### src/rtl/qirq_pkg.sv
package qirq_pkg;

    localparam int DW     = 32;
    localparam int HW     = 16;
    localparam int AW     = 6;
    localparam int NBANK  = 4;
    localparam int NCLASS = 5;

    // register byte offsets: bank b status at 8*b, its enable at 8*b+4
    localparam logic [AW-1:0] OFF_SUM    = 6'h20;
    localparam logic [AW-1:0] OFF_SUM_EN = 6'h24;

    // summary layout, packed MSB first: tx_len=4 .. rx_cks=0
    typedef struct packed {
        logic tx_len;
        logic tx_cks;
        logic rx_zlp;
        logic rx_len;
        logic rx_cks;
    } exc_sum_t;

    typedef struct packed {
        logic irq;
    } top_state_t;

    function automatic logic [HW-1:0] ep_mask(int n_ep);
        logic [HW-1:0] m;
        m = '0;
        for (int i = 1; i < HW; i++) begin
            if (i < n_ep) m[i] = 1'b1;
        end
        return m;
    endfunction

    function automatic logic [DW-1:0] bank_mask(int b, int n_ep);
        logic [HW-1:0] em;
        em = ep_mask(n_ep);
        if (b == 3) return {{HW{1'b0}}, em};
        return {em, em};
    endfunction

    function automatic logic [AW-1:0] stat_off(int b);
        return AW'(8 * b);
    endfunction

    function automatic logic [AW-1:0] en_off(int b);
        return AW'(8 * b + 4);
    endfunction

endpackage

### src/rtl/qirq_sticky.sv
module qirq_sticky #(
    parameter int          W     = 32,
    parameter logic [W-1:0] VALID = '1
) (
    input  logic         clk,
    input  logic         rst_n,
    input  logic [W-1:0] set_i,
    input  logic [W-1:0] clr_i,
    output logic [W-1:0] q_o
);

    typedef struct packed {
        logic [W-1:0] bits;
    } state_t;

    state_t st_d, st_q;

    always_comb begin
        st_d = st_q;
        // set dominates clear so a colliding event is never lost
        st_d.bits = ((st_q.bits & ~clr_i) | set_i) & VALID;
    end

    always_ff @(posedge clk) begin
        if (!rst_n) st_q <= '0;
        else        st_q <= st_d;
    end

    assign q_o = st_q.bits;

endmodule

### src/rtl/qirq_enreg.sv
module qirq_enreg #(
    parameter int           W     = 32,
    parameter logic [W-1:0] VALID = '1
) (
    input  logic         clk,
    input  logic         rst_n,
    input  logic         we_i,
    input  logic [W-1:0] wdata_i,
    output logic [W-1:0] q_o
);

    typedef struct packed {
        logic [W-1:0] bits;
    } state_t;

    state_t st_d, st_q;

    always_comb begin
        st_d = st_q;
        if (we_i) st_d.bits = wdata_i & VALID;
    end

    always_ff @(posedge clk) begin
        if (!rst_n) st_q <= '0;
        else        st_q <= st_d;
    end

    assign q_o = st_q.bits;

endmodule

### src/rtl/qirq_summary.sv
module qirq_summary
    import qirq_pkg::*;
(
    input  logic [DW-1:0] tx_err_i,
    input  logic [DW-1:0] tx_en_i,
    input  logic [DW-1:0] rx_err_i,
    input  logic [DW-1:0] rx_en_i,
    input  logic [DW-1:0] zlp_i,
    input  logic [DW-1:0] zlp_en_i,
    output exc_sum_t      sum_o
);

    logic [DW-1:0] tx_hit, rx_hit, zlp_hit;

    always_comb begin
        tx_hit  = tx_err_i & tx_en_i;
        rx_hit  = rx_err_i & rx_en_i;
        zlp_hit = zlp_i & zlp_en_i;

        sum_o        = '0;
        sum_o.rx_cks = |rx_hit[HW-1:0];
        sum_o.rx_len = |rx_hit[DW-1:HW];
        sum_o.rx_zlp = |zlp_hit;
        sum_o.tx_cks = |tx_hit[HW-1:0];
        sum_o.tx_len = |tx_hit[DW-1:HW];
    end

endmodule

### src/rtl/qirq_aggregator.sv
module qirq_aggregator
    import qirq_pkg::*;
#(
    parameter int NUM_EP = 16
) (
    input  logic              clk,
    input  logic              rst_n,
    input  logic              reg_wr,
    input  logic [AW-1:0]     reg_addr,
    input  logic [DW-1:0]     reg_wdata,
    output logic [DW-1:0]     reg_rdata,
    input  logic [NUM_EP-1:0] tx_done_ev,
    input  logic [NUM_EP-1:0] rx_done_ev,
    input  logic [NUM_EP-1:0] tx_cks_err_ev,
    input  logic [NUM_EP-1:0] tx_len_err_ev,
    input  logic [NUM_EP-1:0] rx_cks_err_ev,
    input  logic [NUM_EP-1:0] rx_len_err_ev,
    input  logic [NUM_EP-1:0] rx_zlp_ev,
    output logic              irq
);

    localparam logic [NCLASS-1:0] SUM_VALID = '1;

    // bank 0: completions, 1: transmit errors, 2: receive errors, 3: zero-length
    logic [DW-1:0] st_set [NBANK];
    logic [DW-1:0] st_clr [NBANK];
    logic [DW-1:0] st_q   [NBANK];
    logic [DW-1:0] en_q   [NBANK];

    logic [NCLASS-1:0] sum_en_q;
    exc_sum_t          sum;
    logic [DW-1:0]     done_stat, done_en;
    logic [NCLASS-1:0] sum_bits;

    top_state_t ts_d, ts_q;

    always_comb begin
        st_set[0] = {HW'(rx_done_ev),    HW'(tx_done_ev)};
        st_set[1] = {HW'(tx_len_err_ev), HW'(tx_cks_err_ev)};
        st_set[2] = {HW'(rx_len_err_ev), HW'(rx_cks_err_ev)};
        st_set[3] = {{HW{1'b0}},         HW'(rx_zlp_ev)};
    end

    for (genvar g = 0; g < NBANK; g++) begin : g_bank
        assign st_clr[g] = (reg_wr && reg_addr == stat_off(g)) ? reg_wdata : '0;

        qirq_sticky #(
            .W     (DW),
            .VALID (bank_mask(g, NUM_EP))
        ) u_stat (
            .clk   (clk),
            .rst_n (rst_n),
            .set_i (st_set[g]),
            .clr_i (st_clr[g]),
            .q_o   (st_q[g])
        );

        qirq_enreg #(
            .W     (DW),
            .VALID (bank_mask(g, NUM_EP))
        ) u_en (
            .clk     (clk),
            .rst_n   (rst_n),
            .we_i    (reg_wr && reg_addr == en_off(g)),
            .wdata_i (reg_wdata),
            .q_o     (en_q[g])
        );
    end

    qirq_enreg #(
        .W     (NCLASS),
        .VALID (SUM_VALID)
    ) u_sum_en (
        .clk     (clk),
        .rst_n   (rst_n),
        .we_i    (reg_wr && reg_addr == OFF_SUM_EN),
        .wdata_i (reg_wdata[NCLASS-1:0]),
        .q_o     (sum_en_q)
    );

    qirq_summary u_sum (
        .tx_err_i (st_q[1]),
        .tx_en_i  (en_q[1]),
        .rx_err_i (st_q[2]),
        .rx_en_i  (en_q[2]),
        .zlp_i    (st_q[3]),
        .zlp_en_i (en_q[3]),
        .sum_o    (sum)
    );

    assign done_stat = st_q[0];
    assign done_en   = en_q[0];
    assign sum_bits  = sum;

    // register read mux
    always_comb begin
        reg_rdata = '0;
        for (int b = 0; b < NBANK; b++) begin
            if (reg_addr == stat_off(b)) reg_rdata = st_q[b];
            if (reg_addr == en_off(b))   reg_rdata = en_q[b];
        end
        if (reg_addr == OFF_SUM)    reg_rdata = DW'(sum_bits);
        if (reg_addr == OFF_SUM_EN) reg_rdata = DW'(sum_en_q);
    end

    // interrupt request, registered one cycle
    always_comb begin
        ts_d     = ts_q;
        ts_d.irq = (|(done_stat & done_en)) | (|(sum_bits & sum_en_q));
    end

    always_ff @(posedge clk) begin
        if (!rst_n) ts_q <= '0;
        else        ts_q <= ts_d;
    end

    assign irq = ts_q.irq;

endmodule

### config.mk
export PLATFORM = sky130hd
export DESIGN_NAME = qirq_aggregator
export DESIGN_NICKNAME = d
export VERILOG_FILES = /design/src/rtl/qirq_pkg.sv /design/src/rtl/qirq_sticky.sv /design/src/rtl/qirq_enreg.sv /design/src/rtl/qirq_summary.sv /design/src/rtl/qirq_aggregator.sv
export SDC_FILE = /design/constraint.sdc
export NUM_CORES = 1
export LEC_CHECK = 0
export CAP_MARGIN = 30
export CORE_ASPECT_RATIO = 1.2
export CORE_MARGIN = 2
export CORE_UTILIZATION = 35
export CTS_CLUSTER_SIZE = 40
export DETAILED_ROUTE_END_ITERATION = 10
export GPL_TIMING_DRIVEN = 0
export PLACE_DENSITY_LB_ADDON = 0.2
export SETUP_SLACK_MARGIN = 0.3
export SLEW_MARGIN = 20
export SYNTH_ARGS = -nofsm -noshare
export SYNTH_HDL_FRONTEND = slang
export SYNTH_SLANG_ARGS = --single-unit
### constraint.sdc
create_clock -name clk -period 2.5 [get_ports clk]
set_clock_uncertainty 0.15 [all_clocks]
set_input_delay 0.5 -clock clk [delete_from_list [all_inputs] [get_ports clk]]
set_output_delay 0.5 -clock clk [all_outputs]
set_load 0.1 [all_outputs]
==> impl_metrics.tcl <==
set metrics [dict create \
    yosys.area_share.simple_pct 17.4 \
    synth-xor-area-share_pct 0 \
    synth_top_family_by_area "compound AO/OA/AOI/OAI gates" \
    worstPathRequired_ns 1.85 \
    dpl.hpwl_microns 31000 \
    cts_buffer_depth 3 \
    synth_cell_types 48 \
    synthCells 1170 \
    drt_iter0_markers 802 \
    synth_edf_count 0 \
    grt.overflow.total 0 \
    io_pins 186 \
    ctsHtreeMaxLevel 1 \
    synth_fp_nets 1323 \
    port_buffers 170 \
    setup-tns-final_ns -7.43 \
    globalRouteTotalUtil_pct 27.4 \
    dp.cells 1730 \
    grt_pass1_wl_microns 63600 \
    path_clk_slew_ns 0.07 \
    arrival_ns 2.28 \
    final_cells 1843 \
    core_area_sq_um 29400 \
    design.die.area_sq_um 31000 \
    yosysSeqAreaShare_pct 41.7 \
    die_h_microns 193 \
    drive_gt1_share_pct 24.3 \
    cts.sinks 216 \
    peakVddDrop_mv 0.375 \
    ys_ff_latch 216 \
    finalCoreUtilization_pct 52.4 \
    min_path_type "primary input to flip-flop" \
    endpoint_kind "output port" \
    post-route-min-period_ns 2.93 \
    ys_top_cells_by_area "dfxtp_1 42%, nand2_1 10%, a21boi_0 10%" \
    final_area_sq_um 15400 \
    drt_wl_total_microns 42700 \
    synthAdderAreaFrac_pct 0 \
    yosys.area.top_type "dfxtp_1" \
    crit_fanout 2 \
    cts_hold_buf 0 \
    grt_start_max_net_pins 14 \
    avgSynthCellArea_sq_um 8.87 \
    root_buffer "clkbuf_16" \
    cts_tree "done" \
    antennaDiodeCount 0 \
    synth-compound-area-share_pct 28.6 \
    cts_buffers 24 \
    timing.final.crit_share_pct 117 \
    ys_warn_count 0 \
    clock_latency_ns 0.53 \
    drc 0 \
    ant_nets 0 \
    die_w_microns 161 \
    placed_area_sq_um 13100 \
    crit_path_start_kind "flip-flop" \
    grt_pass1_vias 10300 \
    violations "setup timing" \
    layout.nets 1589 \
    netlist.area_leader.share_pct 41.7 \
    synth_common_cells "289 x nand2_1, 216 x dfxtp_1, 140 x a21boi_0" \
    ys.flop_type "dfxtp_1" \
    status "finished, violations left" \
    wl_per_cell_microns 23.1 \
    rsz0062_at_grt "true" \
    initial_core_util_pct 35.2 \
    power.density_nw_per_um2 571 \
    gp_congestion 0.935 \
    synth.most_common_cell "nand2_1" \
    areaGrowthSynthToFinish_pct 48.6 \
    vias 10200 \
    antenna_found_initial 0 \
    cap_violations 0 \
    finalWorstSetupSlack_ns -0.426 \
    p_leak_nw 5.52 \
    vias_per_cell 5.56 \
    hold_slack_ns 0.102 \
    async_reset_ff_share_pct 0 \
    syn_area_sq_um 10400 \
    relSlewSlack_pct 43.2 \
    dr.pass1.iters 5 \
    muxShareOfSynthArea_pct 7.79 \
    fmax_ghz 0.342 \
    hold_viol_final 0 \
    finalSetupViolCount 31 \
    fp-row-count 69 \
    tightest_slew_ns 0.851 \
    report.final.slew_viol_count 0 \
    critPathKind "flip-flop to output port" \
]
## flip-flops by register name (all words and copies together) (netlist names)
name	count
g_bank.u_stat.q_o	105
irq	1
u_sum_en.q_o	5
g_bank.u_en.q_o	105
## what timing repair did
action / in CTS / in global routing
pin swaps: 57 / 30
gates cloned: 3 / 0
resized for setup: 419 / 23
setup endpoints to repair: 213 / 111
buffers inserted: 57 / 10
## path summary, 6_finish.rpt
| check | startpoint | endpoint | slack, ns | depth (start not counted) |
|---|---|---|---|---|
| worst max-delay path | g_bank[2].u_stat.q_o[25] | reg_rdata[1] | -0.43 | 6 |
| worst min-delay path | reg_wdata[2] | g_bank[2].u_en.q_o[2] | 0.10 | 3 |
| worst max register to register | g_bank[3].u_en.q_o[8] | irq | -0.41 | 18 |
| worst min register to register | g_bank[2].u_en.q_o[21] | g_bank[2].u_en.q_o[21] | 0.32 | 2 |
## critical path: stages (launching register included)
cell and delay [ns]:
dfxtp_2 0.33, a222oi_1 0.43, and3_1 0.22, nand4_1 0.20, mux2i_2 0.28, o22ai_4 0.11, buf_12 0.18
## per-layer routing
layer / part of all wire (%) / track usage, % / up-vias
li1: - / - / 4692
met1: 41 / 33.9 / 4966
met2: 47 / 46.5 / 481
met3: 7.0 / 4.58 / 103
met4: 5.2 / 12.8 / 0
met5: 0 / 0 / -
## kinds of logic after synthesis
| logic type | after synthesis |
|---|---|
| buffers and inverters | 92 |
| other | 1 |
| AND/OR/NAND/NOR | 407 |
| multiplexers | 44 |
| flip-flops | 216 |
| AO/OA/AOI/OAI | 410 |
## final cells by class
cell class / instances / area [sq um]
Clock inverter: 6 / 109
Buffer: 87 / 676
Sequential cell: 216 / 4350
Tap cell: 390 / 488
Fill cell: 2686 / 14000
Timing Repair Buffer: 240 / 2750
Inverter: 5 / 26.3
Clock buffer: 37 / 751
Multi-Input combinational cell: 862 / 6270
## stage by stage
stage / power [mW] / setup slack (ns)
2_1_floorplan: 4.27 / -0.287
3_3_place_gp: 4.81 / -1.91
3_5_place_dp: 4.82 / -1.94
4_1_cts: 8.80 / -0.401
5_1_grt: 9.04 / -0.559
6_report: 8.81 / -0.426
## power breakdown
| group | switching, mW | leakage, nW | internal [mW] |
|---|---|---|---|
| logic | 0.600 | 3.32 | 0.630 |
| clock network | 1.50 | 0.425 | 2.37 |
| registers | 0.135 | 1.78 | 3.57 |
## placed cells by master, fill, tap and decap left out, types with 17 or more instances in the layout
cell / netlist / layout
nand2_1: 289 / 263
dfxtp_1: 216 / 203
a21boi_0: 140 / 140
clkdlybuf4s50_1: 0 / 133
o21a_1: 75 / 75
buf_12: 0 / 53
buf_4: 6 / 53
a22oi_1: 63 / 40
a21boi_1: 40 / 40
nor2b_1: 38 / 37
clkbuf_1: 35 / 35
a21oi_1: 35 / 31
mux4_2: 29 / 29
nor2_1: 29 / 25
clkbuf_16: 0 / 25
buf_6: 8 / 24
a22oi_2: 0 / 23
nand3_1: 21 / 20
buf_2: 29 / 17
(Power assumes the default switching activity.)
